[src/rtl/hd_retry_pkg.sv]
// Shared types for the collision retry controller.
// Assumes: 2-bit codes are stable interface values seen by the descriptor logic.
package hd_retry_pkg;

    typedef enum logic [1:0] {
        ST_OK         = 2'd0,
        ST_EXHAUSTED  = 2'd1,
        ST_LATE       = 2'd2,
        ST_NO_CARRIER = 2'd3
    } frame_status_e;

    typedef enum logic [1:0] {
        PH_IDLE,
        PH_SEND,
        PH_JAM,
        PH_BACKOFF
    } phase_e;

endpackage

[src/rtl/hd_lfsr.sv]
// Free-running Galois LFSR used as the backoff random source.
// Assumes: SEED is nonzero and TAPS describes a maximal-length polynomial.
module hd_lfsr #(
    parameter int             W     = 16,
    parameter int             OUT_W = 10,
    parameter logic [W-1:0]   TAPS  = 16'hB400,
    parameter logic [W-1:0]   SEED  = 16'hACE1
) (
    input  logic             clk,
    input  logic             rst_n,
    output logic [OUT_W-1:0] rnd_o
);

    logic [W-1:0] q;

    // Advance the shift register once per clock.
    always_ff @(posedge clk) begin
        if (!rst_n) q <= SEED;
        else        q <= (q >> 1) ^ (q[0] ? TAPS : '0);
    end

    assign rnd_o = q[OUT_W-1:0];

endmodule

[src/rtl/hd_slot_tracker.sv]
// Counts bit ticks since an attempt began, saturating at one slot time.
// Assumes: clr_i is high on the edge that starts an attempt; en_i only while sending.
module hd_slot_tracker #(
    parameter int SLOT_BITS = 512
) (
    input  logic clk,
    input  logic rst_n,
    input  logic clr_i,
    input  logic en_i,
    input  logic tick_i,
    output logic slot_passed_o
);

    localparam int CW = $clog2(SLOT_BITS + 1);

    logic [CW-1:0] cnt;

    // Saturating bit-time counter for the current attempt.
    always_ff @(posedge clk) begin
        if (!rst_n)                                 cnt <= '0;
        else if (clr_i)                             cnt <= '0;
        else if (en_i && tick_i && cnt != CW'(SLOT_BITS)) cnt <= cnt + 1'b1;
    end

    assign slot_passed_o = (cnt == CW'(SLOT_BITS));

endmodule

[src/rtl/hd_backoff_timer.sv]
// Waits a loaded number of slot times, one slot at a time.
// Assumes: load_i and en_i are never high in the same cycle.
module hd_backoff_timer #(
    parameter int SLOT_BITS = 512,
    parameter int SW        = 10
) (
    input  logic          clk,
    input  logic          rst_n,
    input  logic          load_i,
    input  logic [SW-1:0] slots_i,
    input  logic          en_i,
    input  logic          tick_i,
    output logic          zero_o
);

    localparam int BW = $clog2(SLOT_BITS);

    logic [SW-1:0] slots_left;
    logic [BW-1:0] bit_in_slot;

    // Load the draw, then count down whole slots on bit ticks.
    always_ff @(posedge clk) begin
        if (!rst_n) begin
            slots_left  <= '0;
            bit_in_slot <= '0;
        end else if (load_i) begin
            slots_left  <= slots_i;
            bit_in_slot <= '0;
        end else if (en_i && tick_i && slots_left != '0) begin
            if (bit_in_slot == BW'(SLOT_BITS - 1)) begin
                bit_in_slot <= '0;
                slots_left  <= slots_left - 1'b1;
            end else begin
                bit_in_slot <= bit_in_slot + 1'b1;
            end
        end
    end

    assign zero_o = (slots_left == '0);

endmodule

[src/rtl/hd_retry_ctrl.sv]
// Sequences transmit attempts of one frame on a half-duplex medium:
// early collisions are jammed and retried after random backoff, late
// collisions abandon the frame, and the attempt limit drops it.
// Assumes: inputs are synchronous; tx_end_i and col_i only matter while sending.
module hd_retry_ctrl #(
    parameter int              SLOT_BITS    = 512,
    parameter int              JAM_BITS     = 32,
    parameter int              MAX_ATTEMPTS = 16,
    parameter int              BACKOFF_CAP  = 10,
    parameter int              LFSR_W       = 16,
    parameter logic [LFSR_W-1:0] LFSR_TAPS  = 16'hB400,
    parameter logic [LFSR_W-1:0] LFSR_SEED  = 16'hACE1
) (
    input  logic       clk,
    input  logic       rst_n,
    input  logic       start_i,
    input  logic       bit_tick_i,
    input  logic       col_i,
    input  logic       crs_i,
    input  logic       fdx_i,
    input  logic       no_retry_i,
    input  logic       tx_end_i,
    output logic       tx_go_o,
    output logic       jam_o,
    output logic       hold_o,
    output logic       done_o,
    output logic [1:0] status_o
);

    import hd_retry_pkg::*;

    localparam int AW  = $clog2(MAX_ATTEMPTS + 1);
    localparam int JCW = $clog2(JAM_BITS + 1);

    phase_e        phase;
    logic [AW-1:0] attempt;
    logic [JCW-1:0] jam_cnt;
    logic          crs_seen;
    logic          go_q;
    logic          done_q;
    frame_status_e status_q;

    logic                   bypass;
    logic                   slot_passed;
    logic                   bo_zero;
    logic                   go_now;
    logic                   jam_last;
    logic                   bo_load;
    logic [BACKOFF_CAP-1:0] rnd;
    logic [BACKOFF_CAP-1:0] draw_mask;
    logic [BACKOFF_CAP-1:0] draw;

    assign bypass   = fdx_i | no_retry_i;
    assign jam_last = (phase == PH_JAM) && bit_tick_i && (jam_cnt == JCW'(JAM_BITS - 1));
    assign go_now   = ((phase == PH_IDLE) && start_i) || ((phase == PH_BACKOFF) && bo_zero);
    assign bo_load  = jam_last && (attempt != AW'(MAX_ATTEMPTS));

    // Backoff range mask: min(attempt, cap) low bits set.
    always_comb begin
        draw_mask = '0;
        for (int b = 0; b < BACKOFF_CAP; b++) begin
            if (b < int'(attempt)) draw_mask[b] = 1'b1;
        end
    end

    assign draw = rnd & draw_mask;

    hd_lfsr #(
        .W     (LFSR_W),
        .OUT_W (BACKOFF_CAP),
        .TAPS  (LFSR_TAPS),
        .SEED  (LFSR_SEED)
    ) u_lfsr (
        .clk   (clk),
        .rst_n (rst_n),
        .rnd_o (rnd)
    );

    hd_slot_tracker #(
        .SLOT_BITS (SLOT_BITS)
    ) u_slot (
        .clk           (clk),
        .rst_n         (rst_n),
        .clr_i         (go_now),
        .en_i          (phase == PH_SEND),
        .tick_i        (bit_tick_i),
        .slot_passed_o (slot_passed)
    );

    hd_backoff_timer #(
        .SLOT_BITS (SLOT_BITS),
        .SW        (BACKOFF_CAP)
    ) u_backoff (
        .clk     (clk),
        .rst_n   (rst_n),
        .load_i  (bo_load),
        .slots_i (draw),
        .en_i    (phase == PH_BACKOFF),
        .tick_i  (bit_tick_i),
        .zero_o  (bo_zero)
    );

    // Frame sequencing: attempts, jam, backoff and final status.
    always_ff @(posedge clk) begin
        if (!rst_n) begin
            phase    <= PH_IDLE;
            attempt  <= '0;
            jam_cnt  <= '0;
            crs_seen <= 1'b0;
            go_q     <= 1'b0;
            done_q   <= 1'b0;
            status_q <= ST_OK;
        end else begin
            go_q   <= 1'b0;
            done_q <= 1'b0;
            case (phase)
                PH_IDLE: begin
                    if (start_i) begin
                        phase    <= PH_SEND;
                        attempt  <= AW'(1);
                        go_q     <= 1'b1;
                        crs_seen <= 1'b0;
                    end
                end
                PH_SEND: begin
                    if (col_i && !bypass) begin
                        if (!slot_passed) begin
                            phase   <= PH_JAM;
                            jam_cnt <= '0;
                        end else begin
                            phase    <= PH_IDLE;
                            done_q   <= 1'b1;
                            status_q <= ST_LATE;
                        end
                    end else if (tx_end_i) begin
                        phase    <= PH_IDLE;
                        done_q   <= 1'b1;
                        status_q <= (crs_seen || crs_i || fdx_i) ? ST_OK : ST_NO_CARRIER;
                    end else if (crs_i) begin
                        crs_seen <= 1'b1;
                    end
                end
                PH_JAM: begin
                    if (jam_last) begin
                        if (attempt == AW'(MAX_ATTEMPTS)) begin
                            phase    <= PH_IDLE;
                            done_q   <= 1'b1;
                            status_q <= ST_EXHAUSTED;
                        end else begin
                            phase <= PH_BACKOFF;
                        end
                    end else if (bit_tick_i) begin
                        jam_cnt <= jam_cnt + 1'b1;
                    end
                end
                PH_BACKOFF: begin
                    if (bo_zero) begin
                        phase    <= PH_SEND;
                        attempt  <= attempt + 1'b1;
                        go_q     <= 1'b1;
                        crs_seen <= 1'b0;
                    end
                end
                default: phase <= PH_IDLE;
            endcase
        end
    end

    assign tx_go_o  = go_q;
    assign done_o   = done_q;
    assign status_o = status_q;
    assign jam_o    = (phase == PH_JAM);
    assign hold_o   = (phase != PH_IDLE) && !bypass && !((phase == PH_SEND) && slot_passed);

endmodule

[config.mk]
export PLATFORM = sky130hd
export DESIGN_NAME = hd_retry_ctrl
export DESIGN_NICKNAME = d
export VERILOG_FILES = /design/src/rtl/hd_retry_pkg.sv /design/src/rtl/hd_lfsr.sv /design/src/rtl/hd_slot_tracker.sv /design/src/rtl/hd_backoff_timer.sv /design/src/rtl/hd_retry_ctrl.sv
export SDC_FILE = /design/constraint.sdc
export NUM_CORES = 1
export LEC_CHECK = 0
export BUFFER_PORTS_ARGS = -buffer_cell sky130_fd_sc_hd__buf_2
export CORE_UTILIZATION = 56
export CTS_CLUSTER_SIZE = 40
export DETAILED_ROUTE_END_ITERATION = 6
export PLACE_DENSITY = 0.79
export SYNTH_ARGS = -nofsm -noshare
export SYNTH_HDL_FRONTEND = slang
export SYNTH_HIERARCHICAL = 1
export SYNTH_SLANG_ARGS = --single-unit
[constraint.sdc]
create_clock -name clk -period 5.7 [get_ports clk]
set_clock_uncertainty 0.05 [all_clocks]
set_input_delay 1.14 -clock clk [delete_from_list [all_inputs] [get_ports clk]]
set_output_delay 1.14 -clock clk [all_outputs]
set_load 0.02 [all_outputs]
==> metrics.txt, run 1 <==
Mapped Area=3530 um2; Post-Place Worst Slack=2520 ps; TritonCTS clock tree=yes; Clock Sinks=63; HPWL Detailed=4.97 mm; Pins Over Slew Limit=0; Seq/Total Area, Yosys=0.357; worst skew pair latency=350 ps; setup_tns=0 ps; diodes inserted=0; via count=2979; YS warnings=6; DRT antenna net count=0; number of I/O pins=15; Layout Cells excl Fill=490; element type at the critical path start=flip-flop; CTS root buf=clkbuf_8; routed wire length per instance=14.4 um; leakage power=1.40 nW; minimum clock period=3310 ps; fmax=0.302 GHz; layout cells sized above 1=0.108; Post-synth ARST share=0; post-synthesis mux area share=0.0173; DRC Markers=0; Netlist cell types=67; Reg2Reg Launch Point=u_backoff/slots_left[1]; Hold Path Depth=1; CP max FO=8; Final Cycle Share=0.581; crit end category=output port; Synth Area in Compound Gates=0.217; RSZ-0062 raised after global routing=false; GRT Total Usage=0.229; Worst Hold Launch=u_lfsr/q[12]; post-route setup slack=2390 ps; nets=433; Setup-failing EPs final=0; Vert. Die Dim=81.4 um; Gate Count Post-Synth=411; WHS Endpoint=u_lfsr/q[11]; synthesized-area fraction occupied by xor and xnor cells=0.0248; Area Overhead vs Synth=5.20%; Core Area=5990 um2; synthesized area per cell=8.60 um2; Reg-to-Reg End=attempt[4]; Post-synth EDFFs=0; worst r2r path cells=8; Max H-tree Level=3; FF-to-FF setup slack=2500 ps; final core utilization=0.621; post_cts resized=0; Post-CTS Hold Buffers=0; Num CTS Buffers=9; GR Overflow Total=0; initial antenna violation count=0; wirelength, routed=7.06 mm; first drt pass iteration count=6; P per Cell Area=245 nW/um2; CTS clk-pin slew, worst paths=70 ps; FP Rows=28; overall die area=6630 um2; WS Path Type=flip-flop to output port; Max Cap Viol=0; ys flop type=dfxtp_1; Clock Tree Buf Depth=2; Data arrival, critical path=2120 ps; relative slew slack=0.515; Synth Register Bits=63; Iter 0 DRT Violations=138; Critical Path RT=4510 ps; Hold Fails Final Rpt=0; largest family of logic cells by synthesized area=simple AND/OR/NAND/NOR gates; Placed Cells=475; status=completed; worst-margin pin slew=726 ps; post-synthesis adder-cell area fraction=0.0460; Peak VDD IR=0.216 mV; die width=81.4 um; Initial Util=0.590; vias in the first global route=2620; vias per cell=6.08; first-pass GRT wire length=11.7 mm; largest net degree at the start of global routing=43; I/O Buffers=14; Placed Area=3540 um2; final instance area=3720 um2; Post CTS Setup Buffer Count=0; worst hold path type=flip-flop to flip-flop; gpl congestion=0.850; simple logic cell fraction of the synthesized area=0.272; Post-Syn Nets=433
==> where the power goes <==
| part | switching (W) | leakage (nW) | internal (W) |
|---|---|---|---|
| Sequential | 0.00000773 | 0.513 | 0.000453 |
| Clock | 0.000171 | 0.0892 | 0.000198 |
| Combinational | 0.0000514 | 0.799 | 0.0000306 |
==> cells in the final DEF, fill, tap and decap left out, drive strengths merged, types with 7 or more instances in the layout <==
master and instances:
dfxtp 63, o21ai 33, nand2 31, nor2 22
a21oi 21, inv 18, nand3 16, nand2b 15
buf 15, ha 13, nor2b 13, or3 11
clkbuf 11, and2 10, a31oi 8, nor4 7
==> cell usage after synthesis (all sizes together) (6+ instances only) <==
cell type / instances / area share
a21boi: 6 / 0.013
a21oi: 21 / 0.030
a31oi: 8 / 0.014
and2: 10 / 0.018
and3: 6 / 0.011
buf: 16 / 0.036
clkbuf: 10 / 0.011
dfxtp: 63 / 0.36
ha: 13 / 0.046
inv: 18 / 0.019
nand2: 31 / 0.033
nand2b: 15 / 0.027
nand3: 16 / 0.024
nor2: 22 / 0.023
nor2b: 13 / 0.025
nor3: 6 / 0.0085
nor4: 7 / 0.014
o21ai: 33 / 0.047
or3: 11 / 0.019
xor2: 6 / 0.015
==> metrics by stage <==
step | hold WS, ps | total power [W]
2_1_floorplan | 336 | 0.000535
3_3_place_gp | 346 | 0.000549
3_5_place_dp | 360 | 0.000551
4_1_cts | 388 | 0.000917
5_1_grt | 401 | 0.000947
6_report | 387 | 0.000911
==> cell families after synthesis <==
group           Yosys count
fa+ha+maj                13
xor+xnor                 10
mux                       6
simple gates            163
flops                    63
compound gates          112
buf+inv                  44
==> flip-flops by register name, indices dropped and copies added (netlist names) <==
register,flops
u_lfsr/q,16
u_backoff/slots_left,10
u_slot/cnt,10
u_backoff/bit_in_slot,9
jam_cnt,6
attempt,5
phase,2
status_o,2
crs_seen,1
done_o,1
tx_go_o,1
==> per-layer routing <==
| layer | part of all wire | global-route usage | up-vias |
|---|---|---|---|
| li1 | - | - | 1497 |
| met1 | 0.48 | 0.291 | 1425 |
| met2 | 0.47 | 0.373 | 46 |
| met3 | 0.035 | 0.0644 | 11 |
| met4 | 0.013 | 0.0750 | 0 |
| met5 | 0 | 0 | - |
==> worst max path at each step <==
stage               slack [ps]  depth (start not counted)          to               startpoint
global route              2220                          6      hold_o            u_slot/cnt[0]
detailed placement        2520                          8  attempt[4]  u_backoff/slots_left[1]
floorplan                 2270                          1      hold_o               no_retry_i
global placement          2640                          8  attempt[4]  u_backoff/slots_left[0]
finish                    2390                          6      hold_o            u_slot/cnt[0]
CTS                       2350                          6      hold_o            u_slot/cnt[0]
==> layout make-up <==
class,count,area [um2]
fill,511,2270
sequential,63,1260
timing repair buffer,15,77.6
inverter,18,67.6
clock buffer,11,131
clock inverter,4,47.5
multi-input combinational,304,2040
tap,75,93.8
==> worst max-delay path, stage by stage (launching register included) <==
cell and delay (ps):
dfxtp_1 390, inv_1 160, ha_1 220, nor2b_1 180, and3_1 210, a2111oi_0 390
buf_2 230
Note: power is estimated with default switching activity, not from simulation.
==> run 2: changes to the inputs <==
==> constraint.sdc (replaced) <==
create_clock -name clk -period 3.3 [get_ports clk]
set_clock_uncertainty 0.05 [all_clocks]
set_input_delay 0.66 -clock clk [delete_from_list [all_inputs] [get_ports clk]]
set_output_delay 0.66 -clock clk [all_outputs]
set_load 0.02 [all_outputs]
==> run 2 against run 1 <==
  * Non-clock buffer count is 4 higher
  * Sequential share of layout area is 0.85 points lower
  * Die area stayed put
  * Global-route usage is 1.4 points higher
  * Combinational power is 76% higher
  * Clock power is 130% higher
  * Sequential cell count stayed put
  * Cell area is 2.6% higher
  * Utilization is 1.6 points higher
  * Register-to-register slack worse by 1900 ps
  * Cell count is 1.0% higher
==> metrics.txt, run 2 (synthesized netlist as in run 1, its figures left out) <==
HPWL Detailed=5.21 mm (was 4.97 mm); Hold Fails Final Rpt=0 (unchanged); final core utilization=0.637 (was 0.621); Final Cycle Share=0.881; Clock Tree Buf Depth=2 (unchanged); Initial Util=0.590 (unchanged); worst skew pair latency=350 ps (about the same); gpl congestion=0.803 (was 0.850); Critical Path RT=2590 ps (was 4510 ps); Placed Cells=479 (was 475); diodes inserted=0 (unchanged); wirelength, routed=7.54 mm (was 7.06 mm); die width=81.4 um (unchanged); leakage power=1.45 nW (was 1.40 nW); Vert. Die Dim=81.4 um (unchanged); vias in the first global route=2683 (was 2620); commonest non-fill, non-tap cells in the layout=63 x dfxtp_1, 33 x o21ai_0, 31 x nand2_1 (unchanged); FP Rows=28 (unchanged); TritonCTS clock tree=yes (unchanged); Setup-failing EPs final=0 (unchanged); largest net degree at the start of global routing=31 (was 43); nets=437 (was 433); Hold Slack=374 ps (was 387 ps); Post-CTS Hold Buffers=0 (unchanged); relative slew slack=0.495 (was 0.515); post_cts resized=0 (unchanged); area of the multi-input gates=2040 um2 (unchanged); crit end category=output port (unchanged); first drt pass iteration count=4 (was 6); CTS clk-pin slew, worst paths=80 ps (was 70 ps); minimum clock period=2910 ps; max FFs per register=16 (unchanged); P per Cell Area=466 nW/um2 (was 245 nW/um2); RSZ-0062 raised after global routing=false (unchanged); WS Path Type=flip-flop to output port (unchanged); I/O Buffers=14 (unchanged); Post CTS Setup Buffer Count=0 (unchanged); layout cells sized above 1=0.124 (was 0.108); Num CTS Buffers=9 (unchanged); CP max FO=8 (unchanged); GR Overflow Total=0 (unchanged); routed wire length per instance=15.2 um (was 14.4 um); Data arrival, critical path=2200 ps (was 2120 ps); Max Cap Viol=0 (unchanged); Clock Sinks=63 (unchanged); Register Area=1260 um2 (unchanged); DRT antenna net count=0 (unchanged); biggest regs=u_lfsr/q x16, u_backoff/slots_left x10, u_slot/cnt x10 (unchanged); filler instances=507 (was 511); GRT Total Usage=0.244 (was 0.229); number of I/O pins=15 (unchanged); Iter 0 DRT Violations=128 (was 138); Layout Cells excl Fill=495 (was 490); worst-margin pin slew=756 ps (was 726 ps); initial antenna violation count=0 (unchanged); vias per cell=6.10 (was 6.08); first-pass GRT wire length=12.3 mm (was 11.7 mm); Core Area=5990 um2 (unchanged); CTS root buf=clkbuf_8 (unchanged); setup_tns=0 ps (unchanged); Peak VDD IR=0.337 mV (was 0.216 mV); Area Overhead vs Synth=7.89% (was 5.20%); element type at the critical path start=flip-flop (unchanged); worst hold path type=flip-flop to flip-flop (unchanged); status=completed (unchanged); commonest non-fill, non-tap cell in the layout=dfxtp_1 (unchanged); Max H-tree Level=3 (unchanged); DRC Markers=0 (unchanged); Pins Over Slew Limit=0 (unchanged); fmax=0.344 GHz; largest register by flop count=u_lfsr/q (unchanged); via count=3019 (was 2979); overall die area=6630 um2 (unchanged)
[run 2: stage by stage]
| step | power (W) | setup slack (ps) | cell area [um2] |
|---|---|---|---|
| 2_1_floorplan | 0.000924 | 440 | 3530 |
| 3_3_place_gp | 0.000951 | 731 | 3570 |
| 3_5_place_dp | 0.000953 | 658 | 3570 |
| 4_1_cts | 0.00179 | 378 | 3810 |
| 5_1_grt | 0.00184 | 263 | 3810 |
| 6_report | 0.00178 | 394 | 3810 |
[run 2: metal layers]
metal  part of all wire  global-route usage  vias up
met5                  0                   0        -
met4              0.013              0.0839        0
met3              0.050              0.0867       14
met2               0.48               0.389       61
met1               0.46               0.302     1439
li1                   -                   -     1505
[run 2: report_power, final]
| part | internal (W) | leakage (nW) | switching, W |
|---|---|---|---|
| Combinational | 0.0000535 | 0.819 | 0.0000903 |
| Clock | 0.000504 | 0.120 | 0.000333 |
| Sequential | 0.000781 | 0.513 | 0.0000142 |
| Total | 0.00134 | 1.45 | 0.000438 |
[run 2: cell type report]
type | count | share of cell area
Inverter | 18 | 0.0177
Multi-Input combinational cell | 304 | 0.535
Clock buffer | 9 | 0.0325
Timing Repair Buffer | 19 | 0.0282
Sequential cell | 63 | 0.331
Tap cell | 75 | 0.0246
Clock inverter | 7 | 0.0315
[run 2: worst paths after layout]
check                               start            to  slack [ps]  cells past startpoint
hold reg to reg              u_lfsr/q[12]  u_lfsr/q[11]         370                      1
hold / removal               u_lfsr/q[12]  u_lfsr/q[11]         370                      1
setup reg to reg  u_backoff/slots_left[0]    attempt[4]         630                      9
setup / recovery            u_slot/cnt[0]        hold_o         390                      6
[run 2: worst max-delay path, stage by stage (launching register included)]
cell	delay, ps
dfxtp_1	410
inv_1	170
ha_1	220
nor2b_1	170
and3_1	210
a2111oi_0	430
buf_2	240
==> run 3: changes to the inputs <==
--- a/config.mk
+++ b/config.mk
@@ -6,6 +6,7 @@
 export NUM_CORES = 1
 export LEC_CHECK = 0
 export BUFFER_PORTS_ARGS = -buffer_cell sky130_fd_sc_hd__buf_2
+export CORE_ASPECT_RATIO = 1.1
 export CORE_UTILIZATION = 56
 export CTS_CLUSTER_SIZE = 40
 export DETAILED_ROUTE_END_ITERATION = 6
==> run 3 against run 2 <==
  * Total power decreased by 10%
  * Count of clock-buffer cells in the layout up 3
  * Non-clock buffer count is 1 higher
  * Clock power shrank 22%
  * Maximum frequency is 0.24% lower
  * Die area hardly changed
  * Via count rose by 0.76%
  * Register-to-register slack barely moved
  * Cell count increased by 1.2%
  * Global-route usage fell by 0.47 points
==> metrics.txt, run 3 (synthesized netlist as in run 1, its figures left out) <==
met1 wire length=3.42 mm (was 3.46 mm); Worst path slowest cell=a2111oi_0 (unchanged); Clk pwr share=0.411 (was 0.471); Pins Over Slew Limit=0 (unchanged); Clock Tree Buf Depth=2 (unchanged); DRT antenna net count=0 (unchanged); CTS clk-pin slew, worst paths=60 ps (was 80 ps); largest register by flop count=u_lfsr/q (unchanged); max FFs per register=16 (unchanged); leakage power=1.44 nW (was 1.45 nW); area of the multi-input gates=2040 um2 (unchanged); Critical Path, Cell by Cell=inv_1, ha_1, nor2b_1, and3_1, a2111oi_0, buf_2 (unchanged); GR Overflow Total=0 (unchanged); fmax=0.343 GHz (was 0.344 GHz); P per Cell Area=423 nW/um2 (was 466 nW/um2); slowest cell delay on critical path=450 ps (was 430 ps); I/O Buffers=14 (unchanged); worst skew pair latency=340 ps (was 350 ps); Initial Util=0.578 (was 0.590); Hold Slack=363 ps (was 374 ps); DRC Markers=0 (unchanged); wirelength, routed=7.45 mm (was 7.54 mm); Max Cap Viol=0 (unchanged); NetSw=0.000394 W (was 0.000438 W); Placed Area=3580 um2 (was 3570 um2); worst-margin pin slew=721 ps (was 756 ps); Total Power=0.00160 W (was 0.00178 W); Setup-failing EPs final=0 (unchanged); routed length on met2=3.58 mm (was 3.61 mm); biggest regs=u_lfsr/q x16, u_backoff/slots_left x10, u_slot/cnt x10 (unchanged); first-pass GRT wire length=12.7 mm (was 12.3 mm); status=completed (unchanged); TritonCTS clock tree=yes (unchanged); relative slew slack=0.519 (was 0.495); element type at the critical path start=flip-flop (unchanged); CTS root buf=clkbuf_8 (unchanged); vias in the first global route=2914 (was 2683); Post-CTS Hold Buffers=0 (unchanged); Register Area=1260 um2 (unchanged); initial antenna violation count=0 (unchanged); Area Overhead vs Synth=6.76% (was 7.89%); minimum clock period=2910 ps (about the same); HPWL Detailed=5.42 mm (was 5.21 mm); number of I/O pins=15 (unchanged); Clock Sinks=63 (unchanged); Final Cycle Share=0.883 (was 0.881); routed wire length per instance=14.9 um (was 15.2 um); Peak VDD IR=0.418 mV (was 0.337 mV); vias per cell=6.07 (was 6.10); post_cts resized=0 (unchanged); FP Rows=30 (was 28); via count=3042 (was 3019); overall die area=6630 um2 (about the same); GRT Total Usage=0.239 (was 0.244); Comb power frac=0.090 (was 0.081); topmost layer with routed signal wires=met4 (unchanged); Sequential Power Share=0.498 (was 0.448); WS Path Type=flip-flop to output port (unchanged); filler instances=536 (was 507); Data arrival, critical path=2200 ps (about the same); nets=438 (was 437); Iter 0 DRT Violations=195 (was 128); commonest non-fill, non-tap cells in the layout=63 x dfxtp_1, 33 x o21ai_0, 31 x nand2_1 (unchanged); worst hold path type=flip-flop to flip-flop (unchanged); final core utilization=0.617 (was 0.637); layout cells sized above 1=0.121 (was 0.124); switching portion of total power=0.247 (was 0.246); largest net degree at the start of global routing=18 (was 31); Max H-tree Level=3 (unchanged); Post CTS Setup Buffer Count=0 (unchanged); Critical Path RT=2590 ps (about the same); final instance area=3770 um2 (was 3810 um2); die width=77.8 um (was 81.4 um); first drt pass iteration count=4 (unchanged); Vert. Die Dim=85.3 um (was 81.4 um); WL met3=337 um (was 374 um); commonest non-fill, non-tap cell in the layout=dfxtp_1 (unchanged); RSZ-0062 raised after global routing=false (unchanged); crit end category=output port (unchanged); setup_tns=0 ps (unchanged); P_int=0.00120 W (was 0.00134 W); Num CTS Buffers=9 (unchanged); diodes inserted=0 (unchanged); Core Area=6120 um2 (was 5990 um2); gpl congestion=0.853 (was 0.803); CP max FO=8 (unchanged); Hold Fails Final Rpt=0 (unchanged)
[run 3: final cells by class]
type                       count  share of cell area
sequential                    63               0.334
tap                           80              0.0265
timing repair buffer          20              0.0305
clock inverter                 4              0.0119
inverter                      18              0.0179
multi-input combinational    304               0.540
clock buffer                  12              0.0385
[run 3: per-layer routing]
metal | vias up | global-route usage
met5 | - | 0
met4 | 0 | 0.105
met3 | 9 | 0.0452
met2 | 71 | 0.409
met1 | 1454 | 0.290
li1 | 1508 | -
[run 3: stage by stage]
step | setup slack (ps) | std cells
global placement | 723 | 485
CTS | 364 | 501
floorplan | 440 | 411
detailed placement | 679 | 485
finish | 387 | 501
global route | 255 | 501
[run 3: path summary, 6_finish.rpt]
kind                      startpoint      endpoint  slack (ps)  cells past startpoint
max                    u_slot/cnt[0]        hold_o         390                      6
min                     u_lfsr/q[12]  u_lfsr/q[11]         360                      1
max reg2reg  u_backoff/slots_left[0]    attempt[4]         640                      9
min reg2reg             u_lfsr/q[12]  u_lfsr/q[11]         360                      1
[run 3: power by group through the flow]
stage               logic, W  clock network [W]  registers [W]
global route        0.000161           0.000706       0.000798
CTS                 0.000144           0.000672       0.000795
global placement    0.000140                  0       0.000812
floorplan           0.000111                  0       0.000813
finish              0.000144           0.000656       0.000796
detailed placement  0.000144                  0       0.000812
[run 3: critical path: cells and delay by family (launching register included)]
family                     cells  cell delay, ps
AOI/OAI and AO/OA              1             450
buffers and inverters          2             400
and+or+nand+nor                2             390
DFF                            1             400
adders and majority gates      1             220
